**config.mk**
```make
export PLATFORM = sky130hd
export DESIGN_NAME = mode_ctrl_trap
export DESIGN_NICKNAME = d
export VERILOG_FILES = /design/src/rtl/mode_ctrl_trap.sv
export SDC_FILE = /design/constraint.sdc
export NUM_CORES = 1
export LEC_CHECK = 0
export ABC_AREA = 1
export ABC_CLOCK_PERIOD_IN_PS = 1200
export BUFFER_PORTS_ARGS = -buffer_cell sky130_fd_sc_hd__buf_2
export CAP_MARGIN = 20
export CELL_PAD_IN_SITES_DETAIL_PLACEMENT = 0
export CELL_PAD_IN_SITES_GLOBAL_PLACEMENT = 1
export CORE_ASPECT_RATIO = 0.8
export CORE_MARGIN = 2
export CORE_UTILIZATION = 20
export CTS_CLUSTER_DIAMETER = 80
export DETAILED_ROUTE_END_ITERATION = 12
export GPL_ROUTABILITY_DRIVEN = 1
export PLACE_DENSITY = 0.93
export SYNTH_ARGS = -nofsm -noshare
export SYNTH_HDL_FRONTEND = slang
export SYNTH_SLANG_ARGS = --single-unit
```
**constraint.sdc**
```tcl
create_clock -name clk -period 1.2 [get_ports clk]
set_clock_uncertainty 0.1 [all_clocks]
set_input_delay 0.24 -clock clk [delete_from_list [all_inputs] [get_ports clk]]
set_output_delay 0.24 -clock clk [all_outputs]
set_load 0.02 [all_outputs]
```
**src/rtl/mode_ctrl_trap.sv**
```systemverilog
module mode_ctrl_trap #(
  parameter int W = 32
) (
  input  logic         clk,
  input  logic         rst_n,
  input  logic         cop32_strap,
  input  logic         wr_en,
  input  logic [W-1:0] wr_data,
  input  logic         ts_event,
  input  logic         ts_clear,
  input  logic         insn_valid,
  input  logic [1:0]   insn_class,
  output logic [W-1:0] ctrl_q,
  output logic         dna_pulse,
  output logic         gp_pulse,
  output logic         paging_on,
  output logic         cop32_on
);
  localparam int B_PE = 0, B_MP = 1, B_EM = 2, B_TS = 3, B_ET = 4, B_NE = 5;
  localparam int B_WP = 16, B_PG = W - 1;
  localparam logic [W-1:0] MASK = (W'(1) << B_PE) | (W'(1) << B_MP) | (W'(1) << B_EM)
                                | (W'(1) << B_TS) | (W'(1) << B_ET) | (W'(1) << B_NE)
                                | (W'(1) << B_WP) | (W'(1) << B_PG);
  localparam logic [1:0] CLS_FP = 2'b01, CLS_WAIT = 2'b10;

  logic wr_bad, wr_ok, ts_next, fp_trap, wait_trap;
  logic [W-1:0] word_next;

  assign wr_bad = wr_en && wr_data[B_PG] && !wr_data[B_PE];
  assign wr_ok  = wr_en && !wr_bad;

  always_comb begin
    word_next = wr_ok ? (wr_data & MASK) : ctrl_q;
    if (ts_event)                ts_next = 1'b1;
    else if (wr_ok)              ts_next = wr_data[B_TS];
    else if (ts_clear)           ts_next = 1'b0;
    else                         ts_next = ctrl_q[B_TS];
    word_next[B_TS] = ts_next;
  end

  assign fp_trap   = insn_class == CLS_FP && (ctrl_q[B_EM] || ctrl_q[B_TS]);
  assign wait_trap = insn_class == CLS_WAIT && ctrl_q[B_MP] && ctrl_q[B_TS];

  always_ff @(posedge clk) begin
    if (!rst_n) begin
      ctrl_q    <= W'(cop32_strap) << B_ET;
      dna_pulse <= 1'b0;
      gp_pulse  <= 1'b0;
    end else begin
      ctrl_q    <= word_next;
      dna_pulse <= insn_valid && (fp_trap || wait_trap);
      gp_pulse  <= wr_bad;
    end
  end

  assign paging_on = ctrl_q[B_PG] && ctrl_q[B_PE];
  assign cop32_on  = ctrl_q[B_ET] && !ctrl_q[B_EM];

  AST_PG_NEEDS_PE: assert property (@(posedge clk) disable iff (!rst_n)
    ctrl_q[B_PG] |-> ctrl_q[B_PE]);
  AST_BAD_WR_HOLDS: assert property (@(posedge clk) disable iff (!rst_n)
    wr_bad && !ts_event && !ts_clear |=> gp_pulse && $stable(ctrl_q));
  AST_TS_SET: assert property (@(posedge clk) disable iff (!rst_n)
    ts_event |=> ctrl_q[B_TS]);
  AST_EM_TRAPS_FP: assert property (@(posedge clk) disable iff (!rst_n)
    insn_valid && insn_class == CLS_FP && ctrl_q[B_EM] |=> dna_pulse);
  AST_WAIT_NO_MP: assert property (@(posedge clk) disable iff (!rst_n)
    insn_valid && insn_class == CLS_WAIT && !ctrl_q[B_MP] |=> !dna_pulse);
  AST_IDLE_NO_DNA: assert property (@(posedge clk) disable iff (!rst_n)
    !insn_valid |=> !dna_pulse);
endmodule

```
==> reports/metrics.yaml <==
outcome: "complete, but fails checks"
violations: "setup timing"
grt_pass1_wl_um: 1880
hold_ws_ns: 0.143
drt-vias-per-instance: 3.40
netlist.area_leader.share: 0.290
area_growth_pct: 25.6
finalCriticalPeriod_ns: 1.21
core_area_um2: 3020
path_clk_slew_ns: 0.05
synth.avg_cell_area_um2: 7.48
postCtsSetupBuffers: 0
post-route-util: 0.258
fmax_mhz: 829
min_path_type: "input port to flip-flop"
synth_compound_area_frac: 0.123
hold_viol: 0
synthSimpleGateAreaFrac: 0.179
final_cell_mix: "buf_2, conb_1, nor2_1, nand2_1"
ys_seq_area_frac: 0.339
ys_warn_count: 0
setup_tns_ns: -0.00667
netlist_top_cells_area: "dfxtp_1, buf_4, nor2_1, nand2_1, edfxtp_1"
netlist_area_um2: 621
cts_buffer_depth: 2
setup_ws_ns: -0.00667
synth_mux_area_frac: 0
worstSetupPathType: "flip-flop to output pin"
place.gp.congestion: 0.694
die_h_um: 53.8
synthXorXnorAreaFrac: 0
cts_max_level: 1
layout_commonest_cell: "buf_2"
portBuffers: 28
antenna_cells: 0
netlist-cell-type-count: 18
ioPinCount: 77
hpwl_um: 995
start_util: 0.206
routed_wl_um: 1160
ys_ff_latch: 10
grt_max_degree: 12
die_w_um: 66.3
cp-end-kind: "output pin"
root_buffer: "clkbuf_8"
clk_latency_ns: 0.23
ant_nets: 0
synth_fa_ha_area_frac: 0
dr.first_iter.drc_count: 3
numCtsBuffers: 3
drc: 0
critPathLaunchType: "flip-flop"
final-setup-viol-count: 1
finalMaxSlewViolations: 0
drive_above_1_share: 0.360
p_per_area_nw_per_um2: 1320
tritoncts: "yes"
clock-sinks: 10
ir_drop_mv: 0.238
arrival_ns: 0.87
grtUsageTotal: 0.0731
wl_per_cell_um: 7.51
final_nets: 156
grt-ovfl-total: 0
syn-instance-count: 83
antenna_found_initial: 0
fin_crit_sh: 1.01
path_max_fanout: 2
synth_largest_area_cell: "dfxtp_1"
cap_violations: 0
rsz0062_at_grt: "true"
die-area_um2: 3570
cp.required_ns: 0.86
grt_pass1_vias: 470
pre_cts_slack_ns: 0.118
p_leak_nw: 0.441
firstDrtPassIters: 2
synth_top_family_by_area: "buffers and inverters"
rows: 18
route.vias.total: 524
power by group:
| group | total, mW | leakage, nW | internal (mW) | switching (mW) |
|---|---|---|---|---|
| clock | 0.413 | 0.0288 | 0.288 | 0.125 |
| combinational | 0.235 | 0.326 | 0.0685 | 0.167 |
| sequential | 0.380 | 0.0853 | 0.365 | 0.0150 |
| total | 1.03 | 0.441 | 0.721 | 0.307 |
per-layer routing:
layer	up-vias	wire length, um	global-route usage
li1	273	-	-
met1	227	496	0.0894
met2	22	546	0.103
met3	2	86	0.0188
met4	0	27	0.0714
met5	-	0	0
cells in the mapped netlist:
cell type / count
nand2_1: 10
nand2_2: 1
inv_1: 7
nand4_1: 1
a21boi_2: 1
edfxtp_1: 1
a21oi_1: 3
nand3_1: 3
nor3_1: 1
buf_2: 1
buf_4: 24
dfxtp_1: 9
conb_1: 1
nor2_1: 11
o21ai_4: 1
inv_2: 2
o21ai_1: 5
a21oi_2: 1
state kept, by name, indices dropped and copies added (netlist names):
name	count
ctrl_q	8
gp_pulse	1
dna_pulse	1
worst paths after layout:
path,end,slack (ns),from,cells past startpoint
worst min-delay path,ctrl_q[16],0.14,wr_data[16],3
worst max register to register,dna_pulse,0.41,ctrl_q[2],2
worst min register to register,ctrl_q[16],0.38,ctrl_q[16],2
worst max-delay path,cop32_on,-0.007,ctrl_q[4],3
timing repair:
item,4_1_cts,5_1_grt
resized for setup,0,3
pin swaps,0,0
gates cloned,0,0
hold buffers,0,0
setup endpoints to repair,1,2
logic make-up (layout without fill, tap and decap cells):
family,count (synthesis),count (layout)
buffers and inverters,34,42
and+or+nand+nor,27,27
AOI/OAI and AO/OA,11,11
DFF,10,10
other,1,24
critical path: stages (launching register included):
cell and delay, ns:
edfxtp_1 0.39, inv_1 0.07, nor2_1 0.03, buf_4 0.15
metrics by stage:
step	area, um^2	std cells	power, mW
finish	779	154	1.03
global route	779	154	1.09
CTS	774	154	1.04
detailed placement	719	150	0.620
global placement	719	150	0.618
floorplan	707	106	0.606
cell type report:
class / instances / area, um^2
Sequential cell: 10 / 213
Tap cell: 40 / 50.0
Inverter: 9 / 33.8
Multi-Input combinational cell: 62 / 278
Timing Repair Buffer: 29 / 150
Fill cell: 355 / 2240
Clock buffer: 4 / 55.1
No activity file was read; power rests on OpenSTA's default activity.
